**config.mk**
```make
export PLATFORM = sky130hd
export DESIGN_NAME = serial_mem_target
export DESIGN_NICKNAME = d
export VERILOG_FILES = /design/src/rtl/smt_pkg.sv /design/src/rtl/smt_line_sampler.sv /design/src/rtl/smt_word_ptr.sv /design/src/rtl/serial_mem_target.sv
export SDC_FILE = /design/constraint.sdc
export NUM_CORES = 1
export LEC_CHECK = 0
export ABC_CLOCK_PERIOD_IN_PS = 2690
export CORE_MARGIN = 4
export CORE_UTILIZATION = 46
export DETAILED_ROUTE_END_ITERATION = 8
export MAX_ROUTING_LAYER = met4
export PLACE_DENSITY = 0.68
export SLEW_MARGIN = 25
export SYNTH_ARGS = -nofsm -noshare
export SYNTH_HDL_FRONTEND = slang
export SYNTH_SLANG_ARGS = --single-unit
```
**constraint.sdc**
```tcl
create_clock -name clk -period 2.69 [get_ports clk]
set_input_delay 0.269 -clock clk [delete_from_list [all_inputs] [get_ports clk]]
set_output_delay 0.269 -clock clk [all_outputs]
set_load 0.05 [all_outputs]
```
**src/rtl/smt_pkg.sv**
```systemverilog
// Package: shared types and constants for the serial memory target engine.
// Assumes nothing beyond IEEE 1800-2017 enum support.
package smt_pkg;

    // Protocol phase of the engine.
    typedef enum logic [2:0] {
        ST_IDLE = 3'd0,   // ignoring the bus until a Start
        ST_SEL  = 3'd1,   // receiving the selection byte
        ST_AHI  = 3'd2,   // receiving word-address bits 15..8
        ST_ALO  = 3'd3,   // receiving word-address bits 7..0
        ST_WDAT = 3'd4,   // receiving write data bytes
        ST_RDAT = 3'd5    // sending read data bytes
    } smt_state_e;

    // Fixed prefix carried in bits 7..4 of the selection byte.
    localparam logic [3:0] SEL_PREFIX = 4'b1010;

    // Bit counter positions: 0..7 data bits, then the acknowledge phases.
    localparam logic [3:0] CNT_LAST_BIT = 4'd7;
    localparam logic [3:0] CNT_BYTE_IN  = 4'd8;
    localparam logic [3:0] CNT_ACK_SLOT = 4'd9;

endpackage

```
**src/rtl/smt_line_sampler.sv**
```systemverilog
// Module: smt_line_sampler
// Brings the two bus lines into the system clock domain through a
// SYNC_STAGES-deep flop chain and derives clock edges and bus conditions.
// Assumes each line phase lasts longer than the chain delay; no glitch
// filtering is done. Both chains reset to the idle-high bus level.
module smt_line_sampler #(
    parameter int SYNC_STAGES = 2
) (
    input  logic clk,
    input  logic rst_n,
    input  logic scl_i,
    input  logic sda_i,
    output logic sda_s,
    output logic scl_rise,
    output logic scl_fall,
    output logic start_cond,
    output logic stop_cond
);
    localparam int LAST = SYNC_STAGES - 1;

    logic [LAST:0] scl_pipe;
    logic [LAST:0] sda_pipe;
    logic          scl_q;
    logic          sda_q;
    logic          scl_s;

    // Synchronizer chains plus one history flop per line.
    always_ff @(posedge clk) begin
        if (!rst_n) begin
            scl_pipe <= '1;
            sda_pipe <= '1;
            scl_q    <= 1'b1;
            sda_q    <= 1'b1;
        end else begin
            scl_pipe <= {scl_pipe[LAST-1:0], scl_i};
            sda_pipe <= {sda_pipe[LAST-1:0], sda_i};
            scl_q    <= scl_pipe[LAST];
            sda_q    <= sda_pipe[LAST];
        end
    end

    // Edge and condition decode from the current and previous samples.
    always_comb begin
        scl_s      = scl_pipe[LAST];
        sda_s      = sda_pipe[LAST];
        scl_rise   = scl_s & ~scl_q;
        scl_fall   = ~scl_s & scl_q;
        start_cond = scl_s & scl_q & sda_q & ~sda_s;
        stop_cond  = scl_s & scl_q & ~sda_q & sda_s;
    end

endmodule

```
**src/rtl/smt_word_ptr.sv**
```systemverilog
// Module: smt_word_ptr
// Holds the word pointer. A load takes a full address; a read step
// advances through the whole memory and wraps at MEM_DEPTH-1; a write step
// advances only the in-page bits. Assumes MEM_DEPTH <= 2**ADDR_W and
// PAGE_BYTES a power of two no larger than the memory.
module smt_word_ptr #(
    parameter int ADDR_W     = 17,
    parameter int MEM_DEPTH  = 131072,
    parameter int PAGE_BYTES = 256
) (
    input  logic              clk,
    input  logic              rst_n,
    input  logic              load,
    input  logic [ADDR_W-1:0] load_val,
    input  logic              step_rd,
    input  logic              step_wr,
    output logic [ADDR_W-1:0] ptr
);
    localparam int                PAGE_W    = $clog2(PAGE_BYTES);
    localparam logic [ADDR_W-1:0] LAST_ADDR = ADDR_W'(MEM_DEPTH - 1);

    logic [ADDR_W-1:0] next_rd;
    logic [ADDR_W-1:0] next_wr;

    // Read successor: linear with wrap at the top of the memory.
    always_comb begin
        next_rd = (ptr == LAST_ADDR) ? '0 : ptr + ADDR_W'(1);
    end

    // Write successor: page bits held, in-page bits roll over.
    generate
        if (PAGE_W >= ADDR_W) begin : g_flat_page
            always_comb next_wr = ptr + ADDR_W'(1);
        end else begin : g_split_page
            always_comb next_wr = {ptr[ADDR_W-1:PAGE_W],
                                   ptr[PAGE_W-1:0] + PAGE_W'(1)};
        end
    endgenerate

    // Pointer register; load has priority over the steps.
    always_ff @(posedge clk) begin
        if (!rst_n) begin
            ptr <= '0;
        end else if (load) begin
            ptr <= load_val;
        end else if (step_rd) begin
            ptr <= next_rd;
        end else if (step_wr) begin
            ptr <= next_wr;
        end
    end

endmodule

```
**src/rtl/serial_mem_target.sv**
```systemverilog
// Module: serial_mem_target
// Target-side protocol engine for a two-wire serial memory. Decodes the
// selection byte, collects the word address, forwards write bytes to a
// commit block and serves reads from a synchronous read port (data one
// clock after rd_en). Assumes bus phases of several system clocks and
// rd_data held stable between fetches.
module serial_mem_target #(
    parameter int ADDR_W      = 17,
    parameter int MEM_DEPTH   = 131072,
    parameter int PAGE_BYTES  = 256,
    parameter int SYNC_STAGES = 2
) (
    input  logic              clk,
    input  logic              rst_n,
    input  logic              scl_i,
    input  logic              sda_i,
    output logic              sda_oe,
    input  logic [1:0]        strap_sel,
    input  logic              wc_busy,
    output logic              rd_en,
    output logic [ADDR_W-1:0] rd_addr,
    input  logic [7:0]        rd_data,
    output logic              wr_strobe,
    output logic [ADDR_W-1:0] wr_addr,
    output logic [7:0]        wr_data,
    output logic              wr_end
);
    import smt_pkg::*;

    localparam int HI_W = ADDR_W - 9;

    smt_state_e        state;
    smt_state_e        next_state;
    logic [3:0]        bit_cnt;
    logic [7:0]        rx_sh;
    logic [7:0]        tx_sh;
    logic [7:0]        rx_nxt;
    logic [HI_W-1:0]   addr_hi;
    logic              page_bit;
    logic              ack_pend;
    logic              wrote_any;
    logic [ADDR_W-1:0] ptr;

    logic sda_s, scl_rise_w, scl_fall_w, start_w, stop_w;
    logic bus_event, byte_rx, sel_hit, fetch_sel, fetch_seq;
    logic ptr_load, step_rd, step_wr;
    logic [ADDR_W-1:0] load_addr;

    smt_line_sampler #(
        .SYNC_STAGES (SYNC_STAGES)
    ) sampler_i (
        .clk        (clk),
        .rst_n      (rst_n),
        .scl_i      (scl_i),
        .sda_i      (sda_i),
        .sda_s      (sda_s),
        .scl_rise   (scl_rise_w),
        .scl_fall   (scl_fall_w),
        .start_cond (start_w),
        .stop_cond  (stop_w)
    );

    smt_word_ptr #(
        .ADDR_W     (ADDR_W),
        .MEM_DEPTH  (MEM_DEPTH),
        .PAGE_BYTES (PAGE_BYTES)
    ) ptr_i (
        .clk      (clk),
        .rst_n    (rst_n),
        .load     (ptr_load),
        .load_val (load_addr),
        .step_rd  (step_rd),
        .step_wr  (step_wr),
        .ptr      (ptr)
    );

    // Byte-completion and pointer events shared by the FSM and the pointer.
    always_comb begin
        bus_event = start_w | stop_w;
        rx_nxt    = {rx_sh[6:0], sda_s};
        byte_rx   = !bus_event && (state != ST_IDLE) && (state != ST_RDAT)
                    && scl_rise_w && (bit_cnt == CNT_LAST_BIT);
        sel_hit   = (rx_nxt[7:4] == SEL_PREFIX) && (rx_nxt[3:2] == strap_sel)
                    && !wc_busy;
        fetch_sel = byte_rx && (state == ST_SEL) && sel_hit && rx_nxt[0];
        fetch_seq = !bus_event && (state == ST_RDAT) && scl_rise_w
                    && (bit_cnt == CNT_ACK_SLOT) && !sda_s;
        ptr_load  = byte_rx && (state == ST_ALO);
        step_rd   = fetch_sel | fetch_seq;
        step_wr   = byte_rx && (state == ST_WDAT);
        load_addr = {page_bit, addr_hi, rx_nxt};
    end

    // Protocol sequencer: bit counting, acknowledge drive and byte routing.
    always_ff @(posedge clk) begin
        if (!rst_n) begin
            state      <= ST_IDLE;
            next_state <= ST_IDLE;
            bit_cnt    <= '0;
            rx_sh      <= '0;
            tx_sh      <= '0;
            addr_hi    <= '0;
            page_bit   <= 1'b0;
            ack_pend   <= 1'b0;
            wrote_any  <= 1'b0;
            sda_oe     <= 1'b0;
            rd_en      <= 1'b0;
            rd_addr    <= '0;
            wr_strobe  <= 1'b0;
            wr_addr    <= '0;
            wr_data    <= '0;
            wr_end     <= 1'b0;
        end else begin
            rd_en     <= 1'b0;
            wr_strobe <= 1'b0;
            wr_end    <= 1'b0;
            if (bus_event) begin
                state     <= start_w ? ST_SEL : ST_IDLE;
                bit_cnt   <= '0;
                sda_oe    <= 1'b0;
                ack_pend  <= 1'b0;
                wr_end    <= wrote_any;
                wrote_any <= 1'b0;
            end else if (state != ST_IDLE) begin
                if (scl_rise_w && (bit_cnt < CNT_BYTE_IN)) begin
                    bit_cnt <= bit_cnt + 4'd1;
                    rx_sh   <= rx_nxt;
                end else if (scl_rise_w && (bit_cnt == CNT_ACK_SLOT)
                             && (state == ST_RDAT)) begin
                    if (!sda_s) begin
                        next_state <= ST_RDAT;
                    end else begin
                        state <= ST_IDLE;
                    end
                end else if (scl_fall_w) begin
                    if (bit_cnt == CNT_BYTE_IN) begin
                        sda_oe  <= ack_pend;
                        bit_cnt <= CNT_ACK_SLOT;
                    end else if (bit_cnt == CNT_ACK_SLOT) begin
                        state    <= next_state;
                        bit_cnt  <= '0;
                        ack_pend <= 1'b0;
                        if (next_state == ST_RDAT) begin
                            tx_sh  <= rd_data;
                            sda_oe <= ~rd_data[7];
                        end else begin
                            sda_oe <= 1'b0;
                        end
                    end else if ((state == ST_RDAT) && (bit_cnt != 4'd0)) begin
                        tx_sh  <= {tx_sh[6:0], 1'b0};
                        sda_oe <= ~tx_sh[6];
                    end
                end

                if (byte_rx) begin
                    unique case (state)
                        ST_SEL: begin
                            if (sel_hit) begin
                                ack_pend   <= 1'b1;
                                page_bit   <= rx_nxt[1];
                                next_state <= rx_nxt[0] ? ST_RDAT : ST_AHI;
                            end else begin
                                state <= ST_IDLE;
                            end
                        end
                        ST_AHI: begin
                            ack_pend   <= 1'b1;
                            addr_hi    <= rx_nxt[HI_W-1:0];
                            next_state <= ST_ALO;
                        end
                        ST_ALO: begin
                            ack_pend   <= 1'b1;
                            next_state <= ST_WDAT;
                        end
                        ST_WDAT: begin
                            ack_pend   <= 1'b1;
                            wr_strobe  <= 1'b1;
                            wr_addr    <= ptr;
                            wr_data    <= rx_nxt;
                            wrote_any  <= 1'b1;
                            next_state <= ST_WDAT;
                        end
                        default: ;
                    endcase
                end

                if (step_rd) begin
                    rd_en   <= 1'b1;
                    rd_addr <= ptr;
                end
            end
        end
    end

endmodule

```
======== After elaboration in Yosys (flattened, before gate mapping) ========
Cells that the tools add are included.
operators by class
  equal/unequal tests ..................... 15
  bitwise logic cells ..................... 22
  magnitude comparators ................... 1
  add/subtract/negate cells ............... 3
  reduce and logical (&&, ||, !) cells .... 47
  mux-type cells .......................... 45
operators with widths
  operator                                             count
  2-to-1 mux 17 bit                                    3
  2-to-1 mux 3 bit                                     17
  2-to-1 mux 7 bit                                     3
  2-to-1 mux 4 bit                                     5
  logical AND 1 bit                                    19
  adder 17 x 1 -> 17 bit, second input constant        1
  equality test 17 bit, second input constant          1
  2-to-1 mux 1 bit                                     14
  inverter 1 bit                                       13
  equality test 4 bit, second input constant           3
  AND reduction 4 bit                                  3
  nonzero test 3 bit                                   4
  AND reduction 5 bit                                  2
  equality test 3 bit, second input constant           3
  case mux 3 bit (3 select lines)                      1
  AND reduction 3 bit                                  3
  adder 8 x 1 -> 8 bit, second input constant          1
  2-to-1 mux 8 bit                                     1
  AND reduction 8 bit                                  1
  nonzero test 2 bit                                   4
  AND 1 bit                                            7
  equality test 3 x 2 -> 1 bit, second input constant  2
  OR reduction 3 bit                                   2
  adder 4 x 1 -> 4 bit, second input constant          1
  14 further kinds                                     19
storage, ports and cells
  logic and storage cells ................. 155
  input bits .............................. 15
  register bits after elaboration ......... 104

======== Logic depth before layout (Yosys ltp) ========
Gate-level depths: netlist (run 1).
  depth after elaboration ................. 15
  mapped depth ............................ 9
  gate-level depth less buffers ........... 9

======== Hierarchy ========
From an unflattened synthesis (run 1), not the netlist that was laid out.
unflattened totals
  cells, all modules ...................... 569
  area, all modules ....................... 4800.9 um^2
by module, submodules not included
  module             times used  cells an instance  area an instance (um^2)
  serial_mem_target  1           417                3557.2
  smt_word_ptr       1           136                1053.5
  smt_line_sampler   1           16                 190.2

======== Least setup slack after synthesis (run 1) ========
OpenSTA, ideal clock, no wires.
  path kind ............................... flip-flop to flip-flop
  from .................................... register ptr_i.ptr[0]
  to ...................................... register ptr_i.ptr[2]
  cell stages (with the launch flop) ...... 10
  path buffers ............................ 0
  data arrival time ....................... 2.259 ns
  data required time ...................... 2.573 ns
  library setup time ...................... 0.117 ns
  setup slack ............................. 0.314 ns
  path through ............................ dfxtp_1 > ha_1 > and4_1 > nand4_1 > nor3_1 > ha_1 > and4_4 > nor2_2 > a32o_1 > a32o_1
between the ends
  longest elaborated chain between the ends .. 4
  elaborated cells between the ends (all ways) .. 7
ends and longest elaborated chain
  item                                                          line                                    source
  start: declaration                                            smt_word_ptr.sv:17                      output logic [ADDR_W-1:0] ptr
  start signal: assignment                                      smt_word_ptr.sv:45                      ptr <= load_val;
  start signal: assignment                                      smt_word_ptr.sv:47                      ptr <= next_rd;
  start signal: assignment                                      smt_word_ptr.sv:49                      ptr <= next_wr;
  adder 17 x 1 -> 17 bit, or another cell as far along          smt_word_ptr.sv:27                      next_rd = (ptr == LAST_ADDR) ? '0 : ptr + ADDR_W'(1);
  2-to-1 mux 17 bit / 2-to-1 mux 8 bit (equally long branches)  smt_word_ptr.sv:27, smt_word_ptr.sv:48
  2-to-1 mux 17 bit *                                           smt_word_ptr.sv:46                      end else if (step_rd) begin
  2-to-1 mux 17 bit *                                           smt_word_ptr.sv:44                      end else if (load) begin
Mark *: on every way between the ends. The rest lies on a longest branch, timed or not. The select of a mux whose other input is x is not followed.
A chain may end at the register's enable or synchronous reset.

======== Final worst setup path (run 1) ========
Ends and elaborated chain as after synthesis.

==> results.md, run 1 <==
* Status: completed
* Leak Pwr at between 1.5 and 2 nW
* Critical Path Fanout Max at 7
* Cell variety after synth at 60
* Clock transition at path regs at about 0.1 ns
* PortBufs at 60
* Sequential element share of the synthesized area at a little over two fifths
* Nets at between 600 and 700
* Slew @ Worst Pin at 0.655 ns
* Final ANT Viol Nets at 0
* # IOs at a little over 60
* Std cell rows at 36
* Post-synth EDFFs at 0
* Number of buffers created by CTS at 9
* Post-CTS Hold Fix Bufs at 0
* Count of final setup violators at 0
* Area of the core at around 10000 um^2
* Depth of the CTS H-tree at 3
* Post-route DRC at 0
* Placed cell area at approximately 5600 um^2
* Synth Instances at 585
* Critical path arrival at about 2.8 ns
* Detailed Routing Iterations Pass 1 at 5
* Seq pwr share at roughly 57%
* Sequential cell area at ~2100 um^2
* Via/cell ratio at 5.56
* Initial antenna violation count at 0
* Die area at 12,100 um^2
* Synth Area per Inst at just over 8 um^2
* Total Routed Length at between 10 and 15 mm
* Net Count, Synth at between 600 and 700
* Setup slack, reg-to-reg at 0.17 ns
* Layout Area Growth over Synthesis at 21.2%
* WP data required at a little under 3 ns
* Most frequent cells in the layout: nand2_1 (144), dfxtp_1 (102), clkdlybuf4s50_1 (59)
* Placed Cells at roughly 760
* WHS Path Cells at 3
* Global placer's final weighted congestion at 0.884
* Clock Root Buffer: clkbuf_8
* Tightest Hold Check Type: primary input to flop
* Multi-input logic area at roughly 2500 um^2
* First-pass GRT wire length at 20.1 mm
* Antenna diodes at 0
* Largest area contributor in the netlist: dfxtp_1
* WL/cell at 15.6 um
* Clock share of power at roughly two fifths
* Die H at roughly 110 um
* Max Cap Viol at 0
* Reg2reg path depth at 9
* Hold Fails Final Rpt at 0
* Final Instance Area at between 5000 and 6000 um^2
* Max frequency at 397 MHz
* Synth area leaders: dfxtp_1 (44%), nand2_1 (11%), a21boi_0 (8.5%), nand3_1 (3.0%), a21oi_1 (2.5%)
* Reg-to-reg endpoint: ptr_i.ptr[2]
* RR Startpoint: ptr_i.ptr[0]
* Asr flop ratio synth at 0%
* Slew HR at 56.3%
* Fin Clk Skew at 0.0126 ns
* Hold Startpoint: rst_n
* Die width at about 110 um
* Hold Path End: wr_end
* Hpwl dp at around 8.7 mm
* Non-filler instance count after layout at between 700 and 800
* Final slew viol count at 0
* Post-layout minimum cycle time at approximately 2.5 ns
* Initial drt markers at 331
* CTS Buffer Depth at 2
* Sink Count at roughly 100
* Final Hold Slack at ~0.24 ns
* Period utilization at a little over nine tenths
* Post-synth top area share at between 40% and 50%
* Clk Latency, worst-skew pair at 0.36 ns
* Startpoint Class: flop
* Most common cell after layout, fill and taps aside: nand2_1
* Netlist area before placement at between 4000 and 5000 um^2
* Yosys warning count at 0
* Initial Util at between 40% and 50%
* FF+latch count, synth at roughly 100
* Setup crit end kind: flop
* Largest net degree at the start of global routing at 43
* Share of layout cells above drive strength 1 at approximately 8.4%
* PD cells at 466 nW/um^2
* Total number of vias at around 4,300
* GRT Util Overall at 21.4%
* Combinational group share of total power at 2.9%
* Vias in the first global route at just over 4,000
* CTS tree: done
* Int Pwr at roughly 2.1 mW
* Switching Share at 21.2%
* Ys flop type: dfxtp_1
* Sw Pwr at ~0.57 mW
* Fillers at around 900
* Max VDD drop at around 0.00032 V
* GRT Residual Overflow at 0
* Crit path kind: flop to flop
-- worst max-delay path, cell delays in order, from the launching register on --
cell and delay (ns):
dfxtp_2 0.39, ha_1 0.22, and4_1 0.27, nand4_1 0.22
nor3_2 0.27, ha_1 0.22, and4_4 0.27, nor2_2 0.09
a32o_1 0.26, a32o_1 0.21
-- worst max path at each step --
stage	start	endpoint	slack [ns]
floorplan	ptr_i.ptr[0]	ptr_i.ptr[2]	0.31
global placement	ptr_i.ptr[0]	ptr_i.ptr[2]	0.25
detailed placement	ptr_i.ptr[0]	ptr_i.ptr[2]	0.16
CTS	ptr_i.ptr[0]	ptr_i.ptr[2]	0.12
global route	ptr_i.ptr[0]	ptr_i.ptr[2]	-0.005
finish	ptr_i.ptr[0]	ptr_i.ptr[2]	0.17
-- cell usage after synthesis (all sizes together), types with 9 or more instances --
cell and count:
a21boi 58, a21oi 24, buf 9, clkbuf 30
dfxtp 104, nand2 144, nand2b 10, nand3 29
nor2 24, nor3 11, o21ai 18, xor2 9
-- routing by layer --
| layer | GRT usage (%) | up-vias | part of all wire (%) |
|---|---|---|---|
| met4 | 6.06 | 0 | 1.3 |
| met1 | 30.5 | 2029 | 48 |
| met3 | 3.11 | 15 | 4.6 |
| met5 | - | - | 0 |
| met2 | 31.7 | 135 | 46 |
| li1 | - | 2147 | - |
-- flip-flops by register name, summed over array words and instances, names as in the netlist, 4 cells and up --
signal	flops
bit_cnt	4
wr_data	8
tx_sh	7
addr_hi	8
ptr_i.ptr	17
rd_addr	17
wr_addr	17
rx_sh	7
-- final cells by class --
| cell class | instances | area share, % |
|---|---|---|
| inverters | 8 | 0.518 |
| multi-input cells | 434 | 43.6 |
| repair buffers | 83 | 13.3 |
| well taps | 133 | 2.87 |
| clock inverters | 5 | 1.38 |
| flip-flops and latches | 104 | 36.0 |
| clock buffers | 11 | 2.44 |
-- metrics by stage --
step	util [%]	power, mW	TNS, ns	setup slack [ns]
2_1_floorplan	-	1.63	0	0.314
3_3_place_gp	55.8	1.66	0	0.251
4_1_cts	58.1	2.72	0	0.124
3_5_place_dp	55.8	1.66	0	0.156
6_report	58.2	2.70	0	0.168
5_1_grt	58.2	2.79	-0.00514	-0.00514
-- repair_timing --
action | CTS | global route
gates resized for setup | 0 | 3
buffers inserted | 0 | 1
setup endpoints to repair | 0 | 1
-- power groups by stage --
stage                     sequential, mW  combinational, mW  clock (mW)
after floorplan                     1.58             0.0459           0
after global routing                1.55             0.0858        1.15
after CTS                           1.55             0.0791        1.09
after detailed placement            1.58             0.0789           0
after global placement              1.58             0.0780           0
final                               1.55             0.0792        1.08
-- cells by family (layout without fill, tap and decap cells) --
logic type,Yosys count,after routing,synth area share (%)
and+or+nand+nor,274,274,27.7
AOI/OAI and AO/OA,140,140,20.6
buffers and inverters,47,107,3.87
xor gates and xnor gates,9,9,1.65
adders and majority gates,5,5,1.31
muxes,6,6,1.28
DFF,104,104,43.6
Power figures use the tool's default switching activity.
==> run 2: changes to the inputs <==
ABC_CLOCK_PERIOD_IN_PS = 2900   (was 2690)
clock period = 2.9 ns   (was 2.69 ns; I/O delays follow)
==> run 2 against run 1 <==
  * Worst hold slack worse by 0.0040 ns
  * Fmax down 1.8%
  * Clock skew down 0.0026 ns
  * Register-to-register slack better by 0.16 ns
  * Final cell count down 1.2%
  * Sequential share of layout area up 0.42 points
  * Count of clock-buffer cells in the layout down 1
  * Sequential power down 7%
  * Non-clock buffer count down 10
  * Die area unchanged
  * Combinational power down 12%
  * Largest power group unchanged
  * Highest routed layer unchanged
==> results.md, run 2 (synthesis results as in run 1) <==
* Fin Clk Skew at around 0.0099 ns
* Leak Pwr at just under 2 nW
* Global placer's final weighted congestion at roughly 0.92
* CP max-delay cell: dfxtp_1
* WL/cell at approximately 16 um
* Final Hold Slack at between 0.2 and 0.25 ns
* Sequential cell area at ~2100 um^2
* CTS Buffer Depth at 2
* Crit path cell chain: ha_1 -> and4_1 -> nand4_1 -> nor3_1 -> ha_1 -> and4_4 -> nor2_2 -> a32o_1 -> a32o_1
* Unrepaired setup endpoints after global routing: no
* Max frequency at 390 MHz
* Largest net degree at the start of global routing at 77
* Post-CTS sizing at 0
* Clk Latency, worst-skew pair at between 0.3 and 0.4 ns
* Slew @ Worst Pin at 0.681 ns
* CP max stage delay at ~0.44 ns
* Vias in the first global route at slightly below 4,000
* Setup crit end kind: flop
* Multi-input logic area at around 2500 um^2
* Period utilization at around nine tenths
* Most common cell after layout, fill and taps aside: nand2_1
* Hpwl dp at 8.19 mm
* Fin worst setup slack at between 0.3 and 0.4 ns
* Most frequent cells in the layout: nand2_1 (144), dfxtp_1 (104), clkdlybuf4s50_1 (59)
* Die area at 12,100 um^2
* Total number of vias at between 4,000 and 5,000
* Setup TNS at 0 ns
* Initial antenna violation count at 0
* Final slew viol count at 0
* Via/cell ratio at around 5.6
* Top Registers: ptr_i.ptr (17), rd_addr (17), wr_addr (17)
* Placed cell area at 5490 um^2
* Max Cap Viol at 0
* Sink Count at between 100 and 150
* Crit path kind: flop to flop
* CTS tree: done
* Clock transition at path regs at approximately 0.10 ns
* GRT Util Overall at 21.2%
* Initial drt markers at 304
* Final Instance Area at around 5700 um^2
* Tightest Hold Check Type: primary input to flop
* PD cells at between 400 and 500 nW/um^2
* Layout Area Growth over Synthesis at 19.7%
* Critical path arrival at between 2 and 3 ns
* Startpoint Class: flop
* Detailed Routing Iterations Pass 1 at 5
* Fillers at ~940
* Status: completed
* GRT Residual Overflow at 0
* WP data required at roughly 3.2 ns
* Total Routed Length at about 12 mm
* Share of layout cells above drive strength 1 at under 10%
* PortBufs at 60
* Nets at 650
* Cell family with most CP delay: simple AND/OR/NAND/NOR gates
* Area of the core at roughly 10000 um^2
* Post-layout minimum cycle time at ~2.6 ns
* Critical Path Fanout Max at 7
* Die width at 110 um
* Post-route DRC at 0
* First-pass GRT wire length at 19.8 mm
* Total Power at roughly 2.5 mW
* # IOs at a little over 60
* Final ANT Viol Nets at 0
* Count of final setup violators at 0
* Worst path bufs/invs at 0
* Depth of the CTS H-tree at 3
* Die H at around 110 um
* Setup WS pre-CTS at 0.376 ns
* Post-CTS Hold Fix Bufs at 0
* Hold Fails Final Rpt at 0
* Std cell rows at 36
* Number of buffers created by CTS at 9
* Max VDD drop at ~0.00021 V
* Clock Root Buffer: clkbuf_8
* Initial Util at around half
* Setup Buffers After CTS at 0
* Slew HR at approximately 54%
## run 2: metal layers
layer / wire length, um / track usage, % / vias up
li1: - / - / 2122
met1: 5750 / 29.9 / 1970
met2: 5230 / 30.7 / 165
met3: 769 / 2.94 / 17
met4: 245 / 8.10 / 0
met5: 0 / - / -
## run 2: worst min-delay path, stage by stage
cell and delay (ns):
buf_2 0.17, nand2_1 0.09, nor2_1 0.03
## run 2: report_power, final
part,internal [mW],switching [mW]
clock,0.515,0.519
combinational,0.0340,0.0356
sequential,1.43,0.00675
## run 2: per-stage QoR
step	utilization, %	std cells
6_report	57.5	769
5_1_grt	57.4	768
4_1_cts	57.4	768
3_5_place_dp	55.2	752
3_3_place_gp	55.2	752
2_1_floorplan	-	585
## run 2: final timing paths
kind	start	endpoint	slack, ns	cells past startpoint
max	ptr_i.ptr[0]	ptr_i.ptr[2]	0.33	9
min	rst_n	wr_end	0.24	3
max reg2reg	ptr_i.ptr[0]	ptr_i.ptr[2]	0.33	9
min reg2reg	sampler_i.sda_pipe[0]	sampler_i.sda_pipe[1]	0.42	1
## run 2: layout make-up
class | count | share of cell area, %
clock buffer | 10 | 2.41
multi-input combinational | 434 | 44.0
antenna | 1 | 0.0437
sequential | 104 | 36.4
clock inverter | 6 | 1.57
timing repair buffer | 73 | 12.1
inverter | 8 | 0.525
tap | 133 | 2.91
